--- src/rtl/rfds_pkg.sv ---
package rfds_pkg;
    typedef enum logic [2:0] {
        S_IDLE,
        S_SAMPLE,
        S_RUN,
        S_LATCH,
        S_FEED,
        S_DONE
    } seq_state_t;
endpackage

--- src/rtl/rfds_phase_gen.sv ---
module rfds_phase_gen (
    input  logic       clk,
    input  logic       rst,
    input  logic       run,
    output logic [2:0] ph
);
    logic [2:0] ring;

    always_ff @(posedge clk) begin
        if (rst || !run) begin
            ring <= 3'b001;
        end else begin
            ring <= {ring[1:0], ring[2]};
        end
    end

    assign ph = run ? ring : 3'b000;

    a_r3_pre_then_int: assert property (@(posedge clk) disable iff (rst)
        ph[0] |=> ph[1]);
    a_r3_int_then_ref: assert property (@(posedge clk) disable iff (rst)
        ph[1] |=> ph[2]);
endmodule

--- src/rtl/rfds_ones_counter.sv ---
module rfds_ones_counter #(
    parameter int CW = 4
) (
    input  logic          clk,
    input  logic          rst,
    input  logic          clr,
    input  logic          inc,
    output logic [CW-1:0] cnt
);
    localparam logic [CW-1:0] MAXV = {CW{1'b1}};

    always_ff @(posedge clk) begin
        if (rst || clr) begin
            cnt <= '0;
        end else if (inc && cnt != MAXV) begin
            cnt <= cnt + 1'b1;
        end
    end

    a_r6_hold_at_max: assert property (@(posedge clk) disable iff (rst)
        (cnt == MAXV && inc && !clr) |=> cnt == MAXV);
    a_r7_restart_zero: assert property (@(posedge clk) disable iff (rst)
        clr |=> cnt == '0);
endmodule

--- src/rtl/rfds_result_asm.sv ---
module rfds_result_asm #(
    parameter int CW = 4,
    parameter int NW = 2
) (
    input  logic             clk,
    input  logic             rst,
    input  logic             clr,
    input  logic             load,
    input  logic [CW-1:0]    part,
    output logic [CW*NW-1:0] word
);
    localparam int RW = CW * NW;

    generate
        if (NW == 1) begin : g_single
            always_ff @(posedge clk) begin
                if (rst || clr) begin
                    word <= '0;
                end else if (load) begin
                    word <= part;
                end
            end
        end else begin : g_multi
            always_ff @(posedge clk) begin
                if (rst || clr) begin
                    word <= '0;
                end else if (load) begin
                    word <= {word[RW-CW-1:0], part};
                end
            end
        end
    endgenerate

    a_r8_low_gets_part: assert property (@(posedge clk) disable iff (rst)
        (load && !clr) |=> word[CW-1:0] == $past(part));
endmodule

--- src/rtl/rfds_sequencer.sv ---
module rfds_sequencer #(
    parameter int WIN_LEN = 16,
    parameter int NUM_WIN = 2
) (
    input  logic                               clk,
    input  logic                               rst,
    input  logic                               start,
    input  logic                               comp_bit,
    output logic                               ph_pre,
    output logic                               ph_int,
    output logic                               ph_ref,
    output logic                               ref_init,
    output logic                               sh_pulse,
    output logic                               latch_out,
    output logic                               fb_sel,
    output logic                               out_en,
    output logic                               done,
    output logic [NUM_WIN*$clog2(WIN_LEN)-1:0] result
);
    import rfds_pkg::*;

    localparam int CW    = $clog2(WIN_LEN);
    localparam int RW    = CW * NUM_WIN;
    localparam int WIN_W = (NUM_WIN > 1) ? $clog2(NUM_WIN) : 1;
    localparam logic [CW-1:0]    LAST_CYC = CW'(WIN_LEN - 1);
    localparam logic [WIN_W-1:0] LAST_WIN = WIN_W'(NUM_WIN - 1);

    seq_state_t       state, nxt;
    logic [CW-1:0]    cyc_idx;
    logic [WIN_W-1:0] win_idx;
    logic             oe_q;
    logic [2:0]       ph;
    logic [CW-1:0]    win_cnt;
    logic             run, last_cyc, last_win;

    // state register
    always_ff @(posedge clk) begin
        if (rst) begin
            state <= S_IDLE;
        end else begin
            state <= nxt;
        end
    end

    assign last_cyc = (cyc_idx == LAST_CYC);
    assign last_win = (win_idx == LAST_WIN);

    // next state
    always_comb begin
        nxt = state;
        unique case (state)
            S_IDLE:   if (start) nxt = S_SAMPLE;
            S_SAMPLE: nxt = S_RUN;
            S_RUN:    if (ph[2] && last_cyc) nxt = S_LATCH;
            S_LATCH:  nxt = last_win ? S_DONE : S_FEED;
            S_FEED:   nxt = S_RUN;
            S_DONE:   nxt = S_IDLE;
            default:  nxt = S_IDLE;
        endcase
    end

    // sequencing counters
    always_ff @(posedge clk) begin
        if (rst || state != S_RUN) begin
            cyc_idx <= '0;
        end else if (ph[2]) begin
            cyc_idx <= cyc_idx + 1'b1;
        end
    end

    always_ff @(posedge clk) begin
        if (rst || state == S_SAMPLE) begin
            win_idx <= '0;
        end else if (state == S_FEED) begin
            win_idx <= win_idx + 1'b1;
        end
    end

    always_ff @(posedge clk) begin
        if (rst) begin
            oe_q <= 1'b0;
        end else if (state == S_DONE) begin
            oe_q <= 1'b1;
        end else if (state == S_IDLE && start) begin
            oe_q <= 1'b0;
        end
    end

    // outputs
    always_comb begin
        run       = 1'b0;
        sh_pulse  = 1'b0;
        latch_out = 1'b0;
        fb_sel    = 1'b0;
        done      = 1'b0;
        unique case (state)
            S_IDLE:   ;
            S_SAMPLE: sh_pulse  = 1'b1;
            S_RUN:    run       = 1'b1;
            S_LATCH:  latch_out = 1'b1;
            S_FEED:   fb_sel    = 1'b1;
            S_DONE:   done      = 1'b1;
            default:  ;
        endcase
    end

    assign ph_pre   = ph[0];
    assign ph_int   = ph[1];
    assign ph_ref   = ph[2];
    assign ref_init = ph[0] && (cyc_idx == '0);
    assign out_en   = done || oe_q;

    rfds_phase_gen u_phase (
        .clk (clk),
        .rst (rst),
        .run (run),
        .ph  (ph)
    );

    rfds_ones_counter #(.CW(CW)) u_count (
        .clk (clk),
        .rst (rst),
        .clr (latch_out || sh_pulse),
        .inc (ph[2] && comp_bit),
        .cnt (win_cnt)
    );

    rfds_result_asm #(.CW(CW), .NW(NUM_WIN)) u_asm (
        .clk  (clk),
        .rst  (rst),
        .clr  (sh_pulse),
        .load (latch_out),
        .part (win_cnt),
        .word (result)
    );

    a_r1_idle_quiet: assert property (@(posedge clk) disable iff (rst)
        (state == S_IDLE) |-> !(ph_pre || ph_int || ph_ref || latch_out || fb_sel));
    a_r2_sample_then_pre: assert property (@(posedge clk) disable iff (rst)
        sh_pulse |=> ph_pre);
    a_r3_no_overlap: assert property (@(posedge clk) disable iff (rst)
        $onehot0({ph_pre, ph_int, ph_ref}));
    a_r7_feed_after_latch: assert property (@(posedge clk) disable iff (rst)
        fb_sel |-> $past(latch_out));
    a_r9_done_single: assert property (@(posedge clk) disable iff (rst)
        done |=> !done);
    a_r9_done_valid: assert property (@(posedge clk) disable iff (rst)
        done |-> out_en);
    a_r10_busy_ignores: assert property (@(posedge clk) disable iff (rst)
        (state == S_RUN && start) |=> !sh_pulse);
endmodule

--- config.mk ---
export PLATFORM = sky130hd
export DESIGN_NAME = rfds_sequencer
export DESIGN_NICKNAME = d
export VERILOG_FILES = /design/src/rtl/rfds_pkg.sv /design/src/rtl/rfds_phase_gen.sv /design/src/rtl/rfds_ones_counter.sv /design/src/rtl/rfds_result_asm.sv /design/src/rtl/rfds_sequencer.sv
export SDC_FILE = /design/constraint.sdc
export NUM_CORES = 1
export LEC_CHECK = 0
export CORE_ASPECT_RATIO = 0.7
export CORE_MARGIN = 5
export CORE_UTILIZATION = 45
export CTS_CLUSTER_DIAMETER = 200
export DETAILED_ROUTE_END_ITERATION = 12
export DONT_BUFFER_PORTS = 1
export GPL_ROUTABILITY_DRIVEN = 0
export PLACE_DENSITY = 0.68
export SYNTH_ARGS = -nofsm -noshare
export SYNTH_HDL_FRONTEND = slang
export SYNTH_SLANG_ARGS = --single-unit
--- constraint.sdc ---
create_clock -name clk -period 3.8 [get_ports clk]
set_input_delay 0.57 -clock clk [delete_from_list [all_inputs] [get_ports clk]]
set_output_delay 0.57 -clock clk [all_outputs]
set_load 0.1 [all_outputs]
* Yosys cells after proc, flatten, opt, wreduce, memory -nomap -nowiden
Index checks and enable logic that the tools add are counted.
** Storage, ports and cells
- Input bits :: 4
- Logic and storage cells :: 50
- Output and inout bits :: 17
- Bits in registers :: 24
** Cells by class
- Equality and inequality tests :: 10
- Mux-type cells :: 12
- $add $sub $neg :: 3
- Reduce and logical (&&, ||, !) cells :: 18
** Operator list (number)
- $pmux W3 S4 :: 1
- $mux W3 :: 3
- $add A4 B1 Y4 const B :: 2
- $mux W1 :: 8
- $logic_or A1 B1 Y1 :: 7
- $eq A3 B2 Y1 const B :: 2
- $eq A3 B3 Y1 const B :: 2
- $logic_and A1 B1 Y1 :: 5
- $eq A4 B4 Y1 const B :: 1
- $logic_not A4 Y1 :: 1
- $ne A2 B2 Y1 const B :: 2
- $ne A4 B4 Y1 const B :: 1
- $eq A3 B1 Y1 const B :: 1
- $logic_not A3 Y1 :: 1
- $ne A3 B2 Y1 const B :: 1
- $reduce_and A2 Y1 :: 1
- $reduce_bool A2 Y1 :: 1
- $reduce_or A2 Y1 :: 1
- $add A1 B1 Y1 const B :: 1
- $logic_not A1 Y1 :: 1

* Depth between registers and ports, before layout
Gate-level depths: netlist of the first run.
- Depth in word-level cells :: 6
- Mapped depth :: 5
- Depth with buffers taken out :: 4

* By module
From an unflattened synthesis of the first run, not the netlist that was laid out.
** Unflattened totals
- Cells, all modules :: 113
- Area total of the unflattened synthesis :: 1116.1 um2
** By module, submodules not included
- rfds_sequencer :: area an instance 499.2 um2, sequential area each 180.2 um2, instances 1, cells an instance 56
- rfds_result_asm :: area an instance 295.3 um2, sequential area each 160.2 um2, instances 1, cells an instance 27
- rfds_ones_counter :: area an instance 210.2 um2, sequential area each 80.1 um2, instances 1, cells an instance 21
- rfds_phase_gen :: area an instance 111.4 um2, sequential area each 60.1 um2, instances 1, cells an instance 9

* Least setup slack after synthesis of the first run
No wires, ideal clock.
- Path type :: reg-to-output
- Start :: reg state[1]
- End :: out ref_init
- Arrival time :: 2.601 ns
- Setup slack :: 0.629 ns
- Buffers on the path :: 1
- Data required time :: 3.230 ns
- Cell stages (with the launch flop) :: 5
- Cells stage by stage :: dfxtp_1 -> buf_4 -> nor3b_2 -> nand2_1 -> nor4b_2
** Between the ends
- Cells in the longest elaborated chain, start to end :: 4
** RTL lines
- from (decl) :: line rfds_sequencer.sv:28 : seq_state_t state, nxt;
- from (signal assigned) :: line rfds_sequencer.sv:41 : state <= nxt;
- $eq A3 B2 Y1 :: line rfds_sequencer.sv:96 : unique case (state)
- $mux W1 :: line rfds_sequencer.sv:96
- $mux W3 :: line rfds_phase_gen.sv:17 : assign ph = run ? ring : 3'b000;
- $logic_and A1 B1 Y1 :: line rfds_sequencer.sv:110 : assign ref_init = ph[0] && (cyc_idx == '0);
- to (decl) :: line rfds_sequencer.sv:12 : output logic ref_init,
No other way between the ends.

* Worst setup path after layout of the first run
- Start :: reg state[1]
- End :: out latch_out
** Between the ends
- Cells in the longest elaborated chain, start to end :: 2
** RTL lines
- $eq A3 B2 Y1 :: line rfds_sequencer.sv:96
- $mux W1 :: line rfds_sequencer.sv:96
- to (decl) :: line rfds_sequencer.sv:14 : output logic latch_out,
No other way between the ends.

==> impl_results.md, run 1 <==
- Status: complete, no violations
- First-pass GRT wire length: 3240 µm
- Worst hold slack: 304 ps
- Met3 WL: 104 µm
- Max frequency: 0.349 GHz
- Routed WL: between 1500 and 2000 µm
- Detail Route Antenna Nets: 0
- Hold_buf cts: 0
- Crit-path max FO: 12
- Clock skew: 9.62 ps
- Number of CTS-inserted buffers: 3
- Area post-placement: between 1000 and 1500 µm²
- Reg2reg path depth: 4
- Setup TNS: 0 ps
- Die footprint: 3580 µm²
- Seq/Total Area, Yosys: 43.3%
- Crit-path cells: nand3b_1, inv_1
- Mean routed wirelength per cell: between 10 and 15 µm
- Post-synth top area share: a little over two fifths
- ANT cells: 0
- Pre-CTS WS: 1290 ps
- Critical Path AT: 2300 ps
- Post-CTS sizing: 0
- Vias per std cell: 5.13
- Critical Path Sink: latch_out
- Slowest CP cell: inv_1
- Port Buf Inserts: 0
- DR iter-0 viols: between 40 and 50
- Fin. max-slew vios: 0
- Worst Path Class, Setup: reg2out
- Ports: 21
- Tmin final: 2870 ps
- Relative slew margins: 24.2%
- Die width: ~70 µm
- Mapped Cells: approximately 120
- Period Utilization, post-route: between 70 and 80%
- Unrepaired setup endpoints after global routing: no
- CTS root buffer: clkbuf_4
- Post-CTS Setup Bufs: 0
- Drt drc: 0
- TritonCTS clock tree: done
- Transition time of the tightest slew-check pin: roughly 1100 ps
- Synth Area per Inst: 9.65 µm²
- Syn nets: between 100 and 150
- DR WL met2: 876 µm
- Max incr delay on CP: 800 ps
- Top layer in use: met4
- Core Region: 2400 µm²
- Final layout net count: 125
- Clk sinks: 24
- Yosys warning count: 0
- Layout area overhead: 7.55%
- WP data required: 3230 ps
- Worst reg2reg startpoint: state[1]
- Top cells by area, synth: dfxtp_1 (43%), mux2i_1 (9.9%), nor2_1 (6.1%)
- Total number of vias: ~770
- Number of synthesized flops with an enable pin: 0
- LEAKAGE: around 0.5 nW
- Clk_lat worst skew: between 300 and 400 ps
- Peak supply drop: 0.000220 V
- Final Hold Fails: 0
- WL met1: just over 900 µm
- Max Cap Violations: 0
- Antenna violations before repair: 0
- Startpoint types: flop
- HP Class: in2reg
- Setup WS post-layout: between 900 and 1000 ps
- Clk pin slew, worst setup/hold paths: 130 ps
- Synth area leader: dfxtp_1
- Cell Pwr Density: 421 nW/µm²
- H-tree depth: 1
- Final Setup Violations: 0
- Largest net degree at the start of global routing: 14
- Post-layout power: 503 µW
- CP Launch Point: state[1]
- Syn Std Cell Area: roughly 1100 µm²
- Share of layout cells above drive strength 1: 13.7%
- Number of global-route vias before repair: 715
- Total grt overflow: 0
- Register-to-register setup slack: 1920 ps
- DRT Pass-1 Iters: 4
- Fin area: 1190 µm²
- CTS max path bufs: 2
- Post-synth top flop: dfxtp_1
- Worst flop-to-flop path endpoint: u_count.cnt[1]
- #FFs+latches synth: 24
- Total GRT Usage: between 10% and 20%
- CP Capture Type: primary output
- Die Ht: 51.6 µm
- Starting density of the core: 46.2%
- FP Rows: 15
- Netlist cell types: 39
- Async SR Flop Fraction: 0%
- Detailed placement HPWL: 1450 µm
-- how the worst min path moves through the flow --
| stage | from | end | slack, ps | cells past startpoint |
|---|---|---|---|---|
| floorplan | u_phase.ring[1] | u_phase.ring[2] | 400 | 2 |
| global placement | u_phase.ring[1] | u_phase.ring[2] | 420 | 2 |
| detailed placement | u_phase.ring[1] | u_phase.ring[2] | 420 | 2 |
| CTS | rst | state[1] | 290 | 1 |
| global route | rst | state[2] | 290 | 1 |
| finish | rst | state[2] | 300 | 1 |
-- critical path, delay by kind of cell, from the launching register on --
family	cells	cell delay [ps]
buffers and inverters	1	800
and+or+nand+nor	1	500
DFF	1	680
-- cell usage after synthesis, types with 3 or more instances --
library cell and count:
dfxtp_1 24, nand3b_1 4, a21oi_1 3, inv_1 7
nor2b_1 3, ha_1 3, nor2_1 18, mux2i_1 11
nand2_1 3
-- layer usage --
metal	global-route usage, %	vias to the layer above
met3	4.44	2
met5	0	-
met1	14.3	364
li1	-	395
met4	3.90	0
met2	18.2	13
-- placed cells by master, fill, tap and decap left out, types with 2 or more instances in the layout --
master / count
ha_1: 3
a21oi_1: 3
clkbuf_4: 3
nor2b_1: 3
nand2b_1: 2
inv_1: 7
xnor2_1: 2
nand2_1: 3
nand3_1: 2
nor3b_1: 2
buf_4: 2
and2_1: 2
o21ai_0: 2
xor2_1: 2
mux2i_1: 11
nand3b_1: 4
dfxtp_1: 24
nand4_1: 2
nor2_1: 17
-- layout make-up --
cell class	instances	area [µm²]
fill	238	1210
multi-input combinational	79	589
sequential	24	480
tap	34	42.5
clock buffer	4	36.3
inverter	8	30.0
timing repair buffer	2	15.0
-- per-stage QoR --
stage | std cells | utilization (%)
2_1_floorplan | 115 | -
3_3_place_gp | 147 | 48.2
3_5_place_dp | 147 | 48.2
4_1_cts | 151 | 49.7
5_1_grt | 151 | 49.7
6_report | 151 | 49.7
-- sequential cells by signal, summed over array words and instances, names as in the netlist --
signal,flops
oe_q,1
state,3
last_win,1
u_phase.ring,3
u_count.cnt,4
u_asm.word,8
cyc_idx,4
-- power by group --
part | switching [mW] | leakage, nW | internal, mW
Combinational | 0.0718 | 0.279 | 0.0246
Clock | 0.0751 | 0.0210 | 0.0585
Sequential | 0.0153 | 0.194 | 0.258
-- cell families after synthesis --
family / count (synthesis) / synth area share (%)
simple gates: 52 / 29.7
flops: 24 / 43.3
buf+inv: 12 / 5.19
mux: 11 / 9.92
compound gates: 9 / 5.41
xor+xnor: 4 / 3.16
fa+ha+maj: 3 / 3.38
No activity file was read; power rests on OpenSTA's default activity.
==> inputs of run 2 (changes only) <==
clock period = 2.7 ns   (was 3.8 ns; I/O delays follow)
==> run 2 against run 1 <==
First-iteration DRC count decreased by 36%; combinational power rose by 52%; sequential cell count is the same; clock-buffer cell count is the same; non-clock buffer count increased by 7; global-route usage increased by 0.66 points; critical path type unchanged; largest power group unchanged.
==> impl_results.md, run 2 (synthesis gave the netlist of run 1 again) <==
- CTS max path bufs: 2
- Ports: 21
- Core Region: 2400 µm²
- Worst Hold Depth: 1
- Reg2reg path depth: 4
- Comb pwr share: between 20% and 30%
- Largest registers: u_asm.word: 8 flops, cyc_idx: 4 flops, u_count.cnt: 4 flops
- Critical Path AT: around 2100 ps
- ANT cells: 0
- Share of layout cells above drive strength 1: 18.5%
- Final layout net count: 132
- Filler instances: roughly 250
- Routed WL: 1970 µm
- Hold_buf cts: 0
- Mean routed wirelength per cell: 12.5 µm
- First-pass GRT wire length: 3400 µm
- Total number of vias: 805
- Non-Filler Instances: 158
- Clk pin slew, worst setup/hold paths: 120 ps
- Post-CTS Setup Bufs: 0
- Multi-input combinational cell area: 589 µm²
- Transition time of the tightest slew-check pin: 1000 ps
- Clock share of power: 25.8%
- Clock skew: 5.16 ps
- Max Cap Violations: 0
- FP Rows: 15
- Unrepaired setup endpoints after global routing: no
- Most frequent cells in the layout: dfxtp_1 (24), nor2_1 (17), mux2i_1 (11)
- Hold EP: u_phase.ring[1]
- Crit-path max FO: 12
- Status: complete, no violations
- Drt drc: 0
- Worst reg2reg startpoint: state[1]
- HP Class: in2reg
- Slowest CP cell: dfxtp_1
- Fin. max-slew vios: 0
- Port Buf Inserts: 0
- Antenna violations before repair: 0
- Die width: around 70 µm
- Clk_lat worst skew: 310 ps
- Buffers & Inverters on Critical Path: 1
- Flop pwr share: 53.7%
- Starting density of the core: 46.2%
- Psw: 228 µW
- Post-CTS sizing: 0
- Detail Route Antenna Nets: 0
- Final Hold Fails: 0
- Placed Cells: about 150
- Total GRT Usage: 12.1%
- Period Utilization, post-route: 92.1%
- Setup WS post-layout: 214 ps
- DRT Pass-1 Iters: 4
- Crit path max-delay family: simple AND/OR/NAND/NOR gates
- Crit-path cells: nor3b_2, nand2_1, nor4b_4, buf_4
- Vias per std cell: 5.09
- CP Capture Type: primary output
- Cell Pwr Density: 569 nW/µm²
- Max incr delay on CP: 690 ps
- Worst hold slack: 152 ps
- Peak supply drop: 0.000257 V
- LEAKAGE: around 0.53 nW
- Largest net degree at the start of global routing: 14
- Biggest register: u_asm.word
- Detailed placement HPWL: 1510 µm
- H-tree depth: 1
- Final Setup Violations: 0
- Util after Layout: 52.4%
- WP data required: 2300 ps
- Internal: 489 µW
- Worst flop-to-flop path endpoint: u_count.cnt[0]
- Worst Path Class, Setup: reg2out
- Layout area overhead: 13.4%
- TritonCTS clock tree: done
- Pre-CTS WS: 560 ps
- Relative slew margins: about 33%
- Most common cell after layout, fill and taps aside: dfxtp_1
- Clk sinks: 24
- Sw frac: 31.8%
- Die footprint: 3580 µm²
- Setup TNS: 0 ps
- Die Ht: 51.6 µm
- Max FFs per register: 8
- Sequential Area: 480 µm²
- Startpoint types: flop
- Max frequency: between 0.4 and 0.5 GHz
- DR iter-0 viols: 30
- Total grt overflow: 0
- CTS root buffer: clkbuf_4
- Register-to-register setup slack: 790 ps
- HP Start: rst
- Tmin final: 2490 ps
- Number of CTS-inserted buffers: 3
- Number of global-route vias before repair: 757
## run 2: through the flow
stage                     total power, mW  cell area, µm²
final                               0.717            1260
after floorplan                     0.519            1120
after global placement              0.537            1220
after detailed placement            0.541            1220
after CTS                           0.725            1260
after global routing                0.750            1260
## run 2: layer usage
metal | wire (µm) | global-route usage, % | vias up
met5 | 0 | 0 | -
met4 | 19 | 5.19 | 0
met3 | 101 | 4.63 | 2
met2 | 894 | 18.4 | 19
met1 | 958 | 15.4 | 374
li1 | - | - | 410
## run 2: worst max-delay path by stage
stage / startpoint / to / depth (start not counted)
6_report: state[1] / ref_init / 4
5_1_grt: state[1] / ref_init / 4
4_1_cts: state[1] / ref_init / 4
3_5_place_dp: state[1] / ref_init / 4
3_3_place_gp: state[1] / ref_init / 4
2_1_floorplan: state[1] / ref_init / 4
## run 2: cell type report
type | count | share of cell area, %
multi-input cells | 79 | 46.8
inverters | 8 | 2.39
clock buffers | 4 | 2.88
flip-flops and latches | 24 | 38.2
repair buffers | 9 | 6.36
well taps | 34 | 3.38
## run 2: power by group through the flow
stage,clock (mW),combinational [mW],sequential (mW)
after global placement,0,0.146,0.391
after floorplan,0,0.143,0.376
after global routing,0.206,0.157,0.387
final,0.185,0.147,0.385
after CTS,0.192,0.149,0.385
after detailed placement,0,0.148,0.393
==> inputs of run 3 (changes only) <==
PLACE_DENSITY = default   (was 0.68)
PLACE_DENSITY_LB_ADDON = 0.2   (was default)
==> run 3 against run 2 <==
Sequential cell count did not move; worst setup slack improved by 64 ps; first-iteration DRC count increased by 90%; sequential share of layout area rose by 0.42 points; core utilization down 0.57 points; sequential power is essentially flat; critical path type unchanged; highest routed layer is now met3.
==> impl_results.md, run 3 (synthesis gave the netlist of run 1 again) <==
- First-pass GRT wire length: 3330 µm
- Ports: 21
- Vias per std cell: 4.89
- DR iter-0 viols: 57
- Worst Path Class, Setup: reg2out
- Routed WL: between 1500 and 2000 µm
- Post-CTS Setup Bufs: 0
- CP Launch Point: state[1]
- Relative slew margins: around 34%
- Biggest register: u_asm.word
- Total GRT Usage: 11.8%
- Detailed placement HPWL: 1430 µm
- Crit-path max FO: 12
- H-tree depth: 1
- CTS max path bufs: 2
- FP Rows: 15
- Max FFs per register: 8
- Die width: roughly 69 µm
- Startpoint types: flop
- ANT cells: 0
- Drt drc: 0
- Max frequency: 0.413 GHz
- Detail Route Antenna Nets: 0
- Critical Path AT: 2020 ps
- Clock skew: 9.59 ps
- Clk pin slew, worst setup/hold paths: 130 ps
- LEAKAGE: 0.526 nW
- Layout area overhead: 12.2%
- Critical Path Sink: ref_init
- Number of global-route vias before repair: 686
- TritonCTS clock tree: done
- Psw: 227 µW
- Largest registers: u_asm.word: 8 flops, cyc_idx: 4 flops, u_count.cnt: 4 flops
- HP Class: in2reg
- Comb pwr share: 21.5%
- Final Hold Fails: 0
- Sw frac: 33.1%
- CTS root buffer: clkbuf_4
- Area post-placement: 1220 µm²
- Max Cap Violations: 0
- Period Utilization, post-route: between 80% and 90%
- Mean routed wirelength per cell: around 12 µm
- Reg2reg path depth: 4
- Starting density of the core: a little under half
- Status: complete, no violations
- Most frequent cells in the layout: dfxtp_1 (24), nor2_1 (17), mux2i_1 (11)
- Register-to-register setup slack: approximately 840 ps
- Setup TNS: 0 ps
- Antenna violations before repair: 0
- Fin area: 1240 µm²
- Clk sinks: 24
- Total grt overflow: 0
- Core Region: 2400 µm²
- Hold_buf cts: 0
- Port Buf Inserts: 0
- Post-CTS sizing: 0
- Clk_lat worst skew: 310 ps
- CP Capture Type: primary output
- Number of CTS-inserted buffers: 3
- WP data required: between 2000 and 2500 ps
- Worst Hold Depth: 1
- Tmin final: between 2000 and 2500 ps
- Die Ht: 51.6 µm
- Final layout net count: 132
- Filler instances: roughly 240
- Worst flop-to-flop path endpoint: u_count.cnt[1]
- Clock share of power: 22.5%
- Final Setup Violations: 0
- Transition time of the tightest slew-check pin: 989 ps
- Unrepaired setup endpoints after global routing: no
- Peak supply drop: 0.000357 V
- Largest net degree at the start of global routing: 13
- DRT Pass-1 Iters: 4
- Worst reg2reg startpoint: state[1]
- Total number of vias: 767
- Fin. max-slew vios: 0
- Flop pwr share: 56.0%
- Internal: 459 µW
- Cell Pwr Density: 551 nW/µm²
- Die footprint: 3580 µm²
- Most common cell after layout, fill and taps aside: dfxtp_1
- Share of layout cells above drive strength 1: 17.9%
==> run 3: cell types whose count changed in the layout (fill, tap and decap cells not counted), sizes merged <==
cell / change
clkbuf: -1
==> run 3: critical path, stage by stage (launching register included) <==
cell	delay, ps
dfxtp_1	660
nor3b_2	310
nand2_1	150
nor4b_4	260
buf_4	320
==> run 3: area by class of cell <==
cell class	count	area, µm²	area share [%]
repair buffers	9	80.1	6.43
inverters	8	30.0	2.41
multi-input cells	79	589	47.3
clock buffers	3	22.5	1.81
flip-flops and latches	24	480	38.6
well taps	34	42.5	3.42
==> run 3: layer usage <==
| layer | global-route usage (%) | wire [µm] | share of wire, % |
|---|---|---|---|
| met5 | 0 | 0 | 0 |
| met4 | 2.92 | 0 | 0 |
| met3 | 4.44 | 105 | 5.4 |
| met2 | 15.3 | 769 | 40 |
| met1 | 17.9 | 1070 | 55 |
==> run 3: how the worst min path moves through the flow <==
| stage | from | to |
|---|---|---|
| floorplan | u_phase.ring[1] | u_phase.ring[2] |
| global placement | u_phase.ring[1] | u_phase.ring[2] |
| detailed placement | u_phase.ring[1] | u_phase.ring[2] |
| CTS | rst | state[2] |
| global route | rst | state[2] |
| finish | rst | state[2] |
==> run 3: metrics by stage <==
step | util [%] | power (mW) | hold slack (ps) | worst slack, ps | cells
final | 51.8 | 0.686 | 145 | 277 | 157
after global routing | 51.8 | 0.727 | 117 | 112 | 157
after CTS | 51.8 | 0.695 | 130 | 252 | 157
after detailed placement | 50.9 | 0.540 | 429 | 625 | 154
after global placement | 50.9 | 0.538 | 411 | 652 | 154
after floorplan | - | 0.519 | 404 | 314 | 115
==> run 3: power by group through the flow <==
stage	Combinational [mW]	Clock [mW]	Sequential (mW)
4_1_cts	0.148	0.163	0.384
2_1_floorplan	0.143	0	0.376
6_report	0.147	0.155	0.384
5_1_grt	0.157	0.182	0.388
3_5_place_dp	0.148	0	0.392
3_3_place_gp	0.147	0	0.391
